===== src/rtl/rvq_pkg.sv =====
package rvq_pkg;
   typedef enum logic [1:0] {
      CL_ARITH = 2'd0,
      CL_MEM   = 2'd1,
      CL_SPEC  = 2'd2,
      CL_RSVD  = 2'd3
   } unit_class_e;

   localparam int CLS_W = 2;
endpackage


===== src/rtl/rvq_store.sv =====
module rvq_store
   import rvq_pkg::*;
#(
   parameter int DEPTH  = 4,
   parameter int OPC_W  = 8,
   parameter int REG_W  = 6,
   parameter int DATA_W = 32,
   parameter int IDX_W  = 2
) (
   input  logic                 clk,
   input  logic                 rst_n,
   input  logic                 alloc_en,
   input  unit_class_e          alloc_cls,
   input  logic [OPC_W-1:0]     alloc_op,
   input  logic [REG_W-1:0]     alloc_dst,
   input  logic [DATA_W-1:0]    alloc_a,
   input  logic [DATA_W-1:0]    alloc_b,
   input  logic [DATA_W-1:0]    alloc_res,
   input  logic                 launch_en,
   input  logic [IDX_W-1:0]     launch_idx,
   input  logic                 free_en,
   input  logic [IDX_W-1:0]     free_idx,
   output logic [DEPTH-1:0]     valid_q,
   output logic [DEPTH-1:0]     pend_q,
   output logic [DEPTH-1:0]     older_q [DEPTH],
   output unit_class_e          cls_q   [DEPTH],
   output logic [OPC_W-1:0]     op_q    [DEPTH],
   output logic [REG_W-1:0]     dst_q   [DEPTH],
   output logic [DATA_W-1:0]    a_q     [DEPTH],
   output logic [DATA_W-1:0]    b_q     [DEPTH],
   output logic [DATA_W-1:0]    res_q   [DEPTH]
);
   logic [IDX_W-1:0] slot_free;
   logic             any_free;
   logic             alloc_go;

   // lowest-numbered empty slot
   always_comb begin
      slot_free = '0;
      any_free  = 1'b0;
      for (int i = DEPTH - 1; i >= 0; i--) begin
         if (!valid_q[i]) begin
            slot_free = IDX_W'(i);
            any_free  = 1'b1;
         end
      end
   end

   assign alloc_go = alloc_en && any_free;

   always_ff @(posedge clk) begin
      if (!rst_n) begin
         valid_q <= '0;
         pend_q  <= '0;
         for (int i = 0; i < DEPTH; i++) older_q[i] <= '0;
      end else begin
         for (int i = 0; i < DEPTH; i++) begin
            if (alloc_go && slot_free == IDX_W'(i)) begin
               valid_q[i] <= 1'b1;
               pend_q[i]  <= 1'b0;
            end else if (free_en && free_idx == IDX_W'(i)) begin
               valid_q[i] <= 1'b0;
               pend_q[i]  <= 1'b0;
            end else if (launch_en && launch_idx == IDX_W'(i)) begin
               pend_q[i]  <= 1'b1;
            end
         end
         // age matrix: older_q[j][k] set means slot j was stored before slot k
         if (alloc_go) begin
            for (int j = 0; j < DEPTH; j++) begin
               older_q[slot_free][j] <= 1'b0;
               if (IDX_W'(j) != slot_free) older_q[j][slot_free] <= valid_q[j];
            end
         end
      end
   end

   always_ff @(posedge clk) begin
      if (alloc_go) begin
         cls_q[slot_free] <= alloc_cls;
         op_q[slot_free]  <= alloc_op;
         dst_q[slot_free] <= alloc_dst;
         a_q[slot_free]   <= alloc_a;
         b_q[slot_free]   <= alloc_b;
         res_q[slot_free] <= alloc_res;
      end
   end
endmodule


===== src/rtl/rvq_pick.sv =====
module rvq_pick #(
   parameter int DEPTH = 4,
   parameter int IDX_W = 2
) (
   input  logic [DEPTH-1:0] elig,
   input  logic [DEPTH-1:0] older [DEPTH],
   output logic             gnt_any,
   output logic [IDX_W-1:0] gnt_idx
);
   logic [DEPTH-1:0] gnt;

   for (genvar i = 0; i < DEPTH; i++) begin : g_col
      logic [DEPTH-1:0] beats;
      for (genvar j = 0; j < DEPTH; j++) begin : g_row
         assign beats[j] = older[j][i];
      end
      assign gnt[i] = elig[i] && !(|(elig & beats));
   end

   assign gnt_any = |gnt;

   always_comb begin
      gnt_idx = '0;
      for (int i = 0; i < DEPTH; i++) begin
         if (gnt[i]) gnt_idx = IDX_W'(i);
      end
   end
endmodule


===== src/rtl/rvq_hazard.sv =====
module rvq_hazard #(
   parameter int DEPTH     = 4,
   parameter int REG_W     = 6,
   parameter bit EX_HAZARD = 1'b1
) (
   input  logic [DEPTH-1:0] live,
   input  logic [REG_W-1:0] dst [DEPTH],
   input  logic [REG_W-1:0] src_a,
   input  logic [REG_W-1:0] src_b,
   input  logic             ex_valid,
   input  logic [REG_W-1:0] ex_dst,
   output logic             hit
);
   logic [DEPTH-1:0] match;
   logic             ex_hit;

   for (genvar i = 0; i < DEPTH; i++) begin : g_cmp
      assign match[i] = live[i] && (dst[i] == src_a || dst[i] == src_b);
   end

   if (EX_HAZARD) begin : g_ex_on
      assign ex_hit = ex_valid && (ex_dst == src_a || ex_dst == src_b);
   end else begin : g_ex_off
      assign ex_hit = 1'b0;
   end

   assign hit = (|match) || ex_hit;
endmodule


===== src/rtl/replay_verifier.sv =====
module replay_verifier
   import rvq_pkg::*;
#(
   parameter int DEPTH     = 4,
   parameter int OPC_W     = 8,
   parameter int REG_W     = 6,
   parameter int DATA_W    = 32,
   parameter bit EX_HAZARD = 1'b1,
   parameter int IDX_W     = (DEPTH > 1) ? $clog2(DEPTH) : 1
) (
   input  logic               clk,
   input  logic               rst_n,
   input  logic               dec_valid,
   input  logic [1:0]         dec_class,
   input  logic [REG_W-1:0]   dec_src_a,
   input  logic [REG_W-1:0]   dec_src_b,
   output logic               dec_stall,
   input  logic               ex_valid,
   input  logic [1:0]         ex_class,
   input  logic [OPC_W-1:0]   ex_opcode,
   input  logic [REG_W-1:0]   ex_dst,
   input  logic [DATA_W-1:0]  ex_opnd_a,
   input  logic [DATA_W-1:0]  ex_opnd_b,
   input  logic [DATA_W-1:0]  ex_result,
   output logic               rp_valid,
   output logic [1:0]         rp_class,
   output logic [OPC_W-1:0]   rp_opcode,
   output logic [DATA_W-1:0]  rp_opnd_a,
   output logic [DATA_W-1:0]  rp_opnd_b,
   output logic [IDX_W-1:0]   rp_tag,
   input  logic               rb_valid,
   input  logic [IDX_W-1:0]   rb_tag,
   input  logic [DATA_W-1:0]  rb_result,
   output logic               err_valid,
   output logic [REG_W-1:0]   err_dst,
   output logic [OPC_W-1:0]   err_opcode
);
   localparam int CNT_W = $clog2(DEPTH + 1);

   if (DEPTH < 2 || DEPTH > 32) begin : g_bad_depth
      $error("replay_verifier: DEPTH must lie in 2..32");
   end
   if (IDX_W != $clog2(DEPTH)) begin : g_bad_idx
      $error("replay_verifier: IDX_W must equal clog2(DEPTH)");
   end
   if (OPC_W < 1 || REG_W < 1 || DATA_W < 1) begin : g_bad_width
      $error("replay_verifier: field widths must be positive");
   end

   logic [DEPTH-1:0]  valid_q, pend_q, wait_vec, retire_vec, elig;
   logic [DEPTH-1:0]  older_q [DEPTH];
   unit_class_e       cls_q   [DEPTH];
   logic [OPC_W-1:0]  op_q    [DEPTH];
   logic [REG_W-1:0]  dst_q   [DEPTH];
   logic [DATA_W-1:0] a_q     [DEPTH];
   logic [DATA_W-1:0] b_q     [DEPTH];
   logic [DATA_W-1:0] res_q   [DEPTH];

   logic [CNT_W-1:0]  occ;
   logic [CNT_W:0]    occ_next_hi;
   logic              haz_hit, full_stall, wait_any, pick_any, ret_ok, mismatch;
   logic [IDX_W-1:0]  pick_idx;

   assign occ         = CNT_W'($countones(valid_q));
   assign occ_next_hi = {1'b0, occ} + (CNT_W + 1)'(ex_valid);
   assign wait_vec    = valid_q & ~pend_q;
   assign wait_any    = |wait_vec;

   assign ret_ok   = rb_valid && valid_q[rb_tag] && pend_q[rb_tag];
   assign mismatch = ret_ok && (res_q[rb_tag] != rb_result);

   for (genvar i = 0; i < DEPTH; i++) begin : g_slot
      assign retire_vec[i] = ret_ok && (rb_tag == IDX_W'(i));
      assign elig[i] = wait_vec[i] && (dec_stall || cls_q[i] != unit_class_e'(dec_class));
   end

   rvq_store #(
      .DEPTH(DEPTH), .OPC_W(OPC_W), .REG_W(REG_W), .DATA_W(DATA_W), .IDX_W(IDX_W)
   ) u_store (
      .clk       (clk),
      .rst_n     (rst_n),
      .alloc_en  (ex_valid),
      .alloc_cls (unit_class_e'(ex_class)),
      .alloc_op  (ex_opcode),
      .alloc_dst (ex_dst),
      .alloc_a   (ex_opnd_a),
      .alloc_b   (ex_opnd_b),
      .alloc_res (ex_result),
      .launch_en (rp_valid),
      .launch_idx(pick_idx),
      .free_en   (ret_ok),
      .free_idx  (rb_tag),
      .valid_q   (valid_q),
      .pend_q    (pend_q),
      .older_q   (older_q),
      .cls_q     (cls_q),
      .op_q      (op_q),
      .dst_q     (dst_q),
      .a_q       (a_q),
      .b_q       (b_q),
      .res_q     (res_q)
   );

   rvq_hazard #(
      .DEPTH(DEPTH), .REG_W(REG_W), .EX_HAZARD(EX_HAZARD)
   ) u_hazard (
      .live    (valid_q & ~retire_vec),
      .dst     (dst_q),
      .src_a   (dec_src_a),
      .src_b   (dec_src_b),
      .ex_valid(ex_valid),
      .ex_dst  (ex_dst),
      .hit     (haz_hit)
   );

   rvq_pick #(
      .DEPTH(DEPTH), .IDX_W(IDX_W)
   ) u_pick (
      .elig   (elig),
      .older  (older_q),
      .gnt_any(pick_any),
      .gnt_idx(pick_idx)
   );

   assign full_stall = dec_valid && (occ_next_hi >= (CNT_W + 1)'(DEPTH));
   assign dec_stall  = (dec_valid && haz_hit) || full_stall;

   assign rp_valid  = dec_valid && pick_any;
   assign rp_tag    = pick_idx;
   assign rp_class  = cls_q[pick_idx];
   assign rp_opcode = op_q[pick_idx];
   assign rp_opnd_a = a_q[pick_idx];
   assign rp_opnd_b = b_q[pick_idx];

   always_ff @(posedge clk) begin
      if (!rst_n) begin
         err_valid  <= 1'b0;
         err_dst    <= '0;
         err_opcode <= '0;
      end else begin
         err_valid <= mismatch;
         if (mismatch) begin
            err_dst    <= dst_q[rb_tag];
            err_opcode <= op_q[rb_tag];
         end
      end
   end
endmodule


===== config.mk =====
export PLATFORM = sky130hd
export DESIGN_NAME = replay_verifier
export DESIGN_NICKNAME = d
export VERILOG_FILES = /design/src/rtl/rvq_pkg.sv /design/src/rtl/rvq_store.sv /design/src/rtl/rvq_pick.sv /design/src/rtl/rvq_hazard.sv /design/src/rtl/replay_verifier.sv
export SDC_FILE = /design/constraint.sdc
export NUM_CORES = 1
export LEC_CHECK = 0
export BUFFER_PORTS_ARGS = -buffer_cell sky130_fd_sc_hd__buf_2
export CAP_MARGIN = 15
export CORE_ASPECT_RATIO = 1.25
export CORE_MARGIN = 5
export CORE_UTILIZATION = 50
export DETAILED_ROUTE_END_ITERATION = 8
export PLACE_DENSITY = 0.78
export SLEW_MARGIN = 10
export SYNTH_ARGS = -nofsm -noshare
export SYNTH_HDL_FRONTEND = slang
export SYNTH_SLANG_ARGS = --single-unit

===== constraint.sdc =====
create_clock -name clk -period 13.4 [get_ports clk]
set_input_delay 1.34 -clock clk [delete_from_list [all_inputs] [get_ports clk]]
set_output_delay 1.34 -clock clk [all_outputs]
set_load 0.01 [all_outputs]

==> metrics.txt, run 1 <==
outcome=finished clean; Crit path required time=12.06 ns; post-CTS setup buffers=0; pin slew with the least headroom to its limit=1.15 ns; CP Capture Type=output port; Post-CTS Hold Fix Bufs=0; Cell Count, Final, Fillers Out=2009; Initial DRC Count=789; peak supply drop=133 uV; Initial Util=0.503; most common cell after layout, fill and taps aside=edfxtp_1; f_max=0.144 GHz; largest net degree at the start of global routing=78; Via density=5.72; CTS tree=yes; final number of hold-violating endpoints=0; clk sinks=487; clk_lat worst skew=0.55 ns; clk slew on worst S/H paths=0.06 ns; ys async rst share=0; Final Skew=0.0103 ns; Wirelength per Cell=22.8 um; PostCTS Resize Cnt=0; post-synthesis mux area share=0.0952; critical path peak fanout=35; Synth Area in XOR/XNOR=0.0435; Net Count, Synth=1383; Ys Warns=0; RSZ-0062 raised after global routing=false; dpl cells=1916; H-tree lvl count=2; Critical Path Source Type=input pin; top-area cell type share of the netlist area=0.668; core box area=40000 sq um; port buffer count=257; Die Span X=190 um; register bit count reported by yosys=487; main combinational cell family by area after synthesis=multiplexers; most frequent cells in the layout=edfxtp_1, buf_2, nor2_1; drt total wl=45.9 mm; DRC viols=0; CP Class=input pin to output port; cell taking the most area after synthesis=edfxtp_1; ranking of synthesized cells by area=edfxtp_1, mux4_2, mux2i_1; Setup WS post-layout=6.46 ns; fin crit share=0.518; Flop pwr share=0.530; initial antenna violation count=16; first-pass GRT wire length=69.4 mm; Die ar.=44400 sq um; share of cells above drive strength 1=0.305; # setup viols final=0; clock power share=0.395; Die Ht=234 um; Yosys cell types=55; r2r setup slk=8.98 ns; Layout area overhead=15.6%; gr usage total=0.204; Core Rows=82; global route overflow=0; Post-synth EDFFs=448; antenna viol nets, final=0; Mapped Area=20100 sq um; Num CTS Buffers=46; Slew Limit Fails=0; Main synth FF type=edfxtp_1; Comb power frac=0.075; Switching Power=0.686 mW; Tightest Hold Check Type=flip-flop to flip-flop; via count=11500; IO Pins=258; Post-Synth Simple-Gate Area=0.0658; Max Cap Viol=0; LEAKAGE=7.93 nW; First-pass DRT Iterations=7; internal cell power=2.57 mW; Nets=1627; Power per Cell Area=140 nW/um^2; crit path DAT=5.60 ns; vias in the first global route=12100; Slew headroom=0.232; Fin Setup TNS=0 ns; area share of fa/ha/maj cells after synthesis=0.00161; Placer Congestion=0.843; Root Buffer=clkbuf_16; register area share after synthesis=0.707; switching share of power=0.211; DP Worst Slack=6.50 ns; DP HPWL=27.9 mm; minimum clock period=6.94 ns; Synth Area in Compound Gates=0.0622; Avg Cell Area, Syn=16.6 sq um; Clock Tree Buf Depth=3; Synth Instances=1216
==> layer usage <==
metal | GRT usage | part of all wire | vias to the layer above | routed length [um]
met4 | 0.0758 | 0.029 | 14 | 1350
met3 | 0.0452 | 0.067 | 98 | 3080
li1 | - | - | 5217 | -
met5 | 0 | 0.0018 | - | 83
met1 | 0.243 | 0.37 | 5793 | 17100
met2 | 0.363 | 0.53 | 373 | 24300
==> final timing paths <==
kind                                                 startpoint                        endpoint  cells past startpoint
worst max register to register  u_store.valid_q[2]$_SDFFE_PN0P_  u_store.pend_q[0]$_SDFFE_PP0P_                     11
worst min register to register                        flip-flop                       flip-flop                      2
worst min-delay path                                  flip-flop                       flip-flop                      2
worst max-delay path                                   ex_valid                   rp_opnd_b[20]                     13
==> area by class of cell <==
type                            instances  area, sq um
Fill cell                            3070        16700
Sequential cell                       487        14200
Multi-Input combinational cell        640         5460
Timing Repair Buffer                  272         1400
Clock buffer                           65         1300
Tap cell                              504          631
Clock inverter                         20          199
Inverter                               13         56.3
Antenna cell                            8         20.0
==> power groups by stage <==
| stage | Clock [mW] | Combinational (mW) | Sequential (mW) |
|---|---|---|---|
| global route | 1.38 | 0.264 | 1.73 |
| CTS | 1.31 | 0.249 | 1.72 |
| detailed placement | 0 | 0.247 | 1.76 |
| global placement | 0 | 0.243 | 1.75 |
| floorplan | 0 | 0.149 | 1.76 |
| finish | 1.28 | 0.245 | 1.72 |
==> registers in the layout, indices dropped and copies added (netlist names), named ones only <==
register,cells
u_store.cls_q,8
u_store.pend_q,4
u_store.b_q,128
u_store.res_q,128
u_store.op_q,32
err_dst,6
u_store.a_q,128
u_store.older_q,12
u_store.valid_q,4
err_valid,1
u_store.dst_q,24
err_opcode,8
==> critical path, cell delays in order <==
cell and delay, ns:
buf_2 0.16, fa_1 0.55, ha_1 0.22, a21oi_1 0.14, o22ai_1 0.10, a311oi_1 0.39
nand3_1 0.39, a221oi_4 0.38, buf_4 0.59, buf_4 0.57, mux2i_1 0.21, a211oi_2 0.30
buf_2 0.18
==> through the flow <==
stage / hold WS (ns) / cell area [sq um] / util / power, mW
detailed placement: 0.442 / 21800 / 0.544 / 2.00
floorplan: 0.415 / 20100 / - / 1.91
finish: 0.458 / 23300 / 0.582 / 3.25
global route: 0.493 / 23300 / 0.582 / 3.37
CTS: 0.453 / 23300 / 0.582 / 3.28
global placement: 0.439 / 21800 / 0.544 / 2.00
==> cell usage after synthesis, drive strengths merged (3+ instances only) <==
cell type / count
nand4: 18
mux4: 46
clkbuf: 33
and3: 5
nand2: 25
mux2i: 88
dfxtp: 39
xnor2: 69
a21boi: 5
a22oi: 3
o21ai: 9
o221a: 3
edfxtp: 448
nor4: 7
a21oi: 4
nand2b: 3
xor2: 31
a211oi: 75
buf: 43
nor2: 98
inv: 13
nor2b: 21
nand3: 23
nor3: 75
==> logic make-up (layout without fill, tap and decap cells) <==
family	after synthesis	in the layout
adders and majority gates	2	2
and+or+nand+nor	280	280
AOI/OAI and AO/OA	124	124
buffers and inverters	89	370
muxes	134	134
other	0	8
DFF	487	487
xor gates and xnor gates	100	100
Power figures use the tool's default switching activity.
==> run 2, diff against run 1 <==
--- a/config.mk
+++ b/config.mk
@@ -11,7 +11,7 @@
 export CORE_MARGIN = 5
 export CORE_UTILIZATION = 50
 export DETAILED_ROUTE_END_ITERATION = 8
-export PLACE_DENSITY = 0.78
+export PLACE_DENSITY = 0.81
 export SLEW_MARGIN = 10
 export SYNTH_ARGS = -nofsm -noshare
 export SYNTH_HDL_FRONTEND = slang
==> constraint.sdc (replaced) <==
create_clock -name clk -period 6 [get_ports clk]
set_input_delay 0.6 -clock clk [delete_from_list [all_inputs] [get_ports clk]]
set_output_delay 0.6 -clock clk [all_outputs]
set_load 0.01 [all_outputs]
==> run 2 against run 1 <==
Sequential share of layout area shrank 0.42 points. Combinational power grew 130%. Die area is the same. Register-to-register slack lost 6.9 ns. Global-route usage grew 0.27 points. Via count grew 0.54%. Worst setup slack lost 5.8 ns. Wire length grew 1.9%. Critical endpoint is now rp_opnd_b[19]. Largest power group unchanged.
==> metrics.txt, run 2 (synthesis gave the netlist of run 1 again) <==
Die Span X=190 um (unchanged); crit path DAT=4.76 ns (-0.84 ns); hold path startpoint=ex_opnd_a[7]; Cell Count, Final, Fillers Out=2016 (+0.35%); final number of hold-violating endpoints=0 (unchanged); Top Registers=u_store.a_q: 128 flops, u_store.b_q: 128 flops, u_store.res_q: 128 flops; Clock Tree Buf Depth=3 (unchanged); top sig layer=met5; Slowest-stage cell, CP=a221oi_4; design area=23500 sq um (+0.69%); Final Skew=0.0202 ns (+0.00990 ns); DP HPWL=29.0 mm (+3.8%); LEAKAGE=7.99 nW (+0.81%); worst r2r dst=u_store.pend_q[1]$_SDFFE_PP0P_; IO Pins=258 (unchanged); Wirelength per Cell=23.2 um (+1.6%); Placed Area=21900 sq um (+0.45%); vias in the first global route=12300 (+1.7%); drt total wl=46.8 mm (+1.9%); met3 WL post-DR=2.65 mm (-14%); Core Rows=82 (unchanged); Nets=1631 (+0.25%); Routed met2 length=25.1 mm (+3.5%); Num CTS Buffers=47 (+2.2%); RSZ-0062 raised after global routing=false; peak supply drop=278 uV (+110%); Slew headroom=0.281 (+0.0491); Power per Cell Area=313 nW/um^2 (+120%); first-pass GRT wire length=70.7 mm (+1.9%); pin slew with the least headroom to its limit=1.08 ns (-0.0737 ns); Initial Util=0.503 (unchanged); port buffer count=257 (unchanged); Post-CTS Hold Fix Bufs=0 (unchanged); clk_lat worst skew=0.56 ns (about the same); post-CTS setup buffers=0 (unchanged); Hold Crit Depth=1 (-1); Placer Congestion=0.854 (+1.3%); Fin Setup TNS=0 ns (unchanged); Max Cap Viol=0 (unchanged); Die Ht=234 um (unchanged); via count=11600 (+0.54%); Cell Chain, Critical Path=fa_1, ha_1, a21oi_1, o22ai_1, a311oi_1, nand3_1, a221oi_4, buf_4, mux2i_1, a211oi_2, buf_2; largest net degree at the start of global routing=98 (+26%); minimum clock period=5.36 ns; Root Buffer=clkbuf_16; fin crit share=0.893; Crit path required time=5.40 ns (-6.66 ns); PostCTS Resize Cnt=0 (unchanged); critical path peak fanout=16 (-54%); global route overflow=0 (unchanged); f_max=0.187 GHz; CP Class=flip-flop to output port; most common cell after layout, fill and taps aside=edfxtp_1; most frequent cells in the layout=edfxtp_1, buf_2, nor2_1; Tightest Hold Check Type=input pin to flip-flop; share of cells above drive strength 1=0.310 (+0.00498); Setup WS post-layout=0.643 ns (-5.82 ns); dpl cells=1919 (+0.16%); r2r setup slk=2.05 ns (-6.93 ns); Initial DRC Count=712 (-9.8%); DP Worst Slack=1.12 ns (-5.38 ns); Buf/Inv on CP=2 (-2); clk slew on worst S/H paths=0.06 ns (about the same); Layout area overhead=16.4%; core box area=40000 sq um (unchanged); DRC viols=0 (unchanged); reg2reg start=u_store.valid_q[2]$_SDFFE_PN0P_; Via density=5.73 (+0.19%); Hold EP=u_store.a_q[71]$_DFFE_PP_; Hold WS=0.253 ns (-0.205 ns); initial antenna violation count=11 (-5); Critical Path Source Type=flip-flop; # setup viols final=0 (unchanged); cells on worst reg2reg path=10 (-1); CP top delay family=compound AO/OA/AOI/OAI gates; CP Capture Type=output port; CTS tree=yes; max incr delay on CP=0.70 ns (+0.11 ns); antenna viol nets, final=0 (unchanged); First-pass DRT Iterations=5 (-2); outcome=finished clean; gr usage total=0.206 (+0.00275); clk sinks=487 (unchanged); Slew Limit Fails=0 (unchanged); Metal-1 WL=17.4 mm (+1.6%); Die ar.=44400 sq um (unchanged); H-tree lvl count=2 (unchanged)
## run 2: changes by cell type in the layout (fill, tap and decap cells not counted), moves of 2 or more
cell,before,now
clkinv_8,0,2
clkinv_2,6,3
clkbuf_16,49,47
clkinv_4,0,7
clkbuf_1,15,10
buf_4,16,13
diode_2,8,10
buf_12,0,6
## run 2: worst register-to-register path, stage by stage (launching register included)
cell and delay, ns:
dfxtp_1 0.60, fa_1 0.52, ha_1 0.29, a21oi_1 0.14, o22ai_1 0.09, a311oi_1 0.37
nand3_1 0.40, a221oi_4 0.71, buf_4 0.43, nand4_1 0.15, a21oi_1 0.17
## run 2: worst max-delay path by stage
stage | startpoint | to | cells past startpoint
after floorplan | u_store.valid_q[0]$_SDFFE_PN0P_ | u_store.older_q[5]$_SDFFE_PN0P_ | 4
after global placement | ex_valid | rp_opnd_b[19] | 12
after CTS | u_store.valid_q[2]$_SDFFE_PN0P_ | rp_opnd_b[19] | 11
after global routing | u_store.valid_q[2]$_SDFFE_PN0P_ | rp_opnd_b[19] | 11
after detailed placement | ex_valid | rp_opnd_b[19] | 12
final | u_store.valid_q[2]$_SDFFE_PN0P_ | rp_opnd_b[19] | 11
## run 2: area by class of cell
cell class / count / area, sq um
Tap cell: 504 / 631
Clock inverter: 28 / 312
Sequential cell: 487 / 14200
Inverter: 13 / 56.3
Fill cell: 2994 / 16600
Clock buffer: 59 / 1240
Timing Repair Buffer: 275 / 1500
Antenna cell: 10 / 25.0
Multi-Input combinational cell: 640 / 5460
## run 2: power breakdown
part | switching [mW] | internal (mW) | total (mW) | leakage [nW]
Sequential | 0.0334 | 3.82 | 3.85 | 4.43
Combinational | 0.315 | 0.240 | 0.555 | 2.81
Clock | 1.24 | 1.70 | 2.94 | 0.743
## run 2: through the flow
step | util | power [mW]
after floorplan | - | 4.25
after global placement | 0.547 | 4.46
after detailed placement | 0.547 | 4.48
after CTS | 0.586 | 7.40
after global routing | 0.586 | 7.59
final | 0.586 | 7.34
## run 2: per-layer routing
metal  track usage  vias to the layer above
met1         0.242                     5841
li1              -                     5218
met2         0.372                      408
met3        0.0387                       86
met4        0.0886                        4
met5             0                        -
==> run 3, diff against run 2 <==
--- a/config.mk
+++ b/config.mk
@@ -5,11 +5,13 @@
 export SDC_FILE = /design/constraint.sdc
 export NUM_CORES = 1
 export LEC_CHECK = 0
+export ABC_AREA = 1
 export BUFFER_PORTS_ARGS = -buffer_cell sky130_fd_sc_hd__buf_2
 export CAP_MARGIN = 15
 export CORE_ASPECT_RATIO = 1.25
 export CORE_MARGIN = 5
 export CORE_UTILIZATION = 50
+export CTS_BUF_LIST = sky130_fd_sc_hd__clkbuf_4 sky130_fd_sc_hd__clkbuf_8
 export DETAILED_ROUTE_END_ITERATION = 8
 export PLACE_DENSITY = 0.81
 export SLEW_MARGIN = 10
==> run 3 against run 2 <==
First-iteration DRC count up 88%. Flip-flop and latch count unchanged. Sequential power about the same. Global-route usage up 1.3 points. Area after synthesis up 2.5%. Synthesized cell count up 46%. Register-to-register slack better by 0.36 ns.
==> metrics.txt, run 3 <==
outcome=finished clean; drt total wl=50.7 mm (+8.5%); Net Count, Synth=1945 (+41%); vias in the first global route=14400 (+18%); minimum clock period=5.13 ns (-0.230 ns); DRC viols=0 (unchanged); CP Capture Type=output port; Placed Area=22400 sq um (+2.2%); top-area cell type share of the netlist area=0.652 (-0.0163); Slew headroom=0.305 (+0.0232); core box area=40900 sq um (+2.3%); cells on worst reg2reg path=16 (+6); ys async rst share=0 (unchanged); Main synth FF type=edfxtp_1; port buffer count=257 (unchanged); gr usage total=0.220 (+0.0133); Final Skew=0.0178 ns (-0.00236 ns); Wirelength per Cell=19.1 um (-18%); design area=23900 sq um (+1.9%); Crit path required time=5.40 ns (about the same); Initial Util=0.505 (+0.00118); Post-CTS Hold Fix Bufs=0 (unchanged); Initial DRC Count=1338 (+88%); CP Class=flip-flop to output port; Core Rows=83 (+1.2%); first-pass GRT wire length=77.7 mm (+9.9%); f_max=0.195 GHz (+4.5%); largest net degree at the start of global routing=153 (+56%); Die ar.=45500 sq um (+2.4%); Avg Cell Area, Syn=11.6 sq um (-30%); fin crit share=0.855 (-0.0383); Yosys cell types=39 (-29%); register bit count reported by yosys=487 (unchanged); Slew Limit Fails=0 (unchanged); worst r2r dst=u_store.pend_q[0]$_SDFFE_PP0P_; Fin Setup TNS=0 ns (unchanged); Mapped Area=20600 sq um (+2.5%); initial antenna violation count=17 (+6); most common cell after layout, fill and taps aside=edfxtp_1; Die Ht=237 um (+1.2%); r2r setup slk=2.41 ns (+0.36 ns); First-pass DRT Iterations=9 (+4); Placer Congestion=0.899 (+5.2%); hold path startpoint=ex_result[17]; antenna viol nets, final=0 (unchanged); Top Registers=u_store.a_q: 128 flops, u_store.b_q: 128 flops, u_store.res_q: 128 flops; top-count cell post-synth=edfxtp_1; LEAKAGE=9.62 nW (+20%); crit path DAT=4.53 ns (-0.23 ns); cell taking the most area after synthesis=edfxtp_1; Max Cap Viol=0 (unchanged); critical path peak fanout=41 (+25); multi-input combinational cell area=5390 sq um (-1.2%); share of cells above drive strength 1=0.220 (-0.0904); pin slew with the least headroom to its limit=1.04 ns (-0.0385 ns); most frequent cells in the layout=edfxtp_1, nand2_1, nand3_1; Ys Warns=0 (unchanged); CTS tree=yes; register area=14200 sq um (unchanged); Num CTS Buffers=74 (+57%); global route overflow=0 (unchanged); Nets=2200 (+35%); clk_lat worst skew=0.62 ns (+0.06 ns); Tightest Hold Check Type=input pin to flip-flop; fillcell total=3308 (+10%); register area share after synthesis=0.689 (-0.0172); Root Buffer=clkbuf_8; Die Span X=192 um (+1.2%); Via density=5.45 (-5.0%); H-tree lvl count=3 (+1); dpl cells=2509 (+31%); Layout area overhead=15.8%; clk sinks=487 (unchanged); # setup viols final=0 (unchanged); most common library cells after synthesis=edfxtp_1, nand2_1, nand3_1, nor2_1, inv_1; clk slew on worst S/H paths=0.07 ns (about the same); ranking of synthesized cells by area=edfxtp_1, nand3_1, nand2_1; Post-synth EDFFs=448 (unchanged); final number of hold-violating endpoints=0 (unchanged); Hold EP=u_store.res_q[81]$_DFFE_PP_; Cell Count, Final, Fillers Out=2654 (+32%); Clock Tree Buf Depth=3 (unchanged); post-CTS setup buffers=0 (unchanged); RSZ-0062 raised after global routing=false; DP HPWL=31.5 mm (+8.6%); Layout Utilization=0.584 (-0.00181); Critical Path Source Type=flip-flop; peak supply drop=228 uV (-18%); Synth Instances=1778 (+46%); Hold Crit Depth=1 (unchanged); via count=14500 (+25%); IO Pins=258 (unchanged); reg2reg start=u_store.valid_q[0]$_SDFFE_PN0P_; PostCTS Resize Cnt=0 (unchanged); Power per Cell Area=301 nW/um^2 (-3.7%)
[run 3: worst max-delay path by stage]
| stage | cells past startpoint | slack, ns | endpoint | start |
|---|---|---|---|---|
| floorplan | 7 | 1.49 | u_store.pend_q[2]$_SDFFE_PP0P_ | ex_valid |
| global placement | 17 | 1.37 | rp_opnd_a[31] | rb_tag[0] |
| detailed placement | 17 | 1.23 | rp_opnd_b[6] | rb_tag[0] |
| CTS | 15 | 0.82 | rp_opnd_a[13] | u_store.valid_q[0]$_SDFFE_PN0P_ |
| global route | 15 | 0.57 | rp_opnd_a[13] | u_store.valid_q[0]$_SDFFE_PN0P_ |
| finish | 15 | 0.87 | rp_opnd_a[13] | u_store.valid_q[0]$_SDFFE_PN0P_ |
[run 3: critical path: stages (launching register included)]
cell and delay [ns]:
dfxtp_1 0.56, fa_1 0.49, ha_1 0.27, a21oi_1 0.14
nor2_1 0.05, a21oi_1 0.11, nand2_1 0.11, o21bai_4 0.23
nand2_2 0.11, nand3_1 0.10, nor2_1 0.06, nand2_2 0.75
buf_4 0.50, nand3_1 0.14, nand3_1 0.12, buf_2 0.14
[run 3: per-layer routing]
layer	up-vias	global-route usage	part of all wire
li1	6791	-	-
met1	6945	0.256	0.37
met2	596	0.384	0.52
met3	118	0.0466	0.074
met4	8	0.108	0.037
met5	-	0	0.0012
[run 3: report_power, final]
group	internal [mW]	switching [mW]
Clock	1.57	1.23
Sequential	3.81	0.0320
Combinational	0.196	0.371
[run 3: kinds of logic after synthesis]
family,count (synthesis),synth area share
simple gates,786,0.176
flops,487,0.689
buf+inv,248,0.0512
compound gates,195,0.0568
xor+xnor,60,0.0255
fa+ha+maj,2,0.00158
[run 3: metrics by stage]
| step | setup WS [ns] | hold slack, ns | power, mW |
|---|---|---|---|
| 6_report | 0.872 | 0.193 | 7.21 |
| 4_1_cts | 0.817 | 0.121 | 7.28 |
| 5_1_grt | 0.570 | 0.146 | 7.50 |
| 2_1_floorplan | 1.49 | 0.416 | 4.23 |
| 3_5_place_dp | 1.23 | 0.442 | 4.48 |
| 3_3_place_gp | 1.37 | 0.435 | 4.46 |
[run 3: cell type report]
cell class                 instances  area share
sequential                       487       0.595
multi-input combinational       1043       0.226
timing repair buffer             275      0.0610
clock buffer                     100      0.0521
tap                              552      0.0289
inverter                         152      0.0242
clock inverter                    31      0.0115
antenna                           14     0.00147
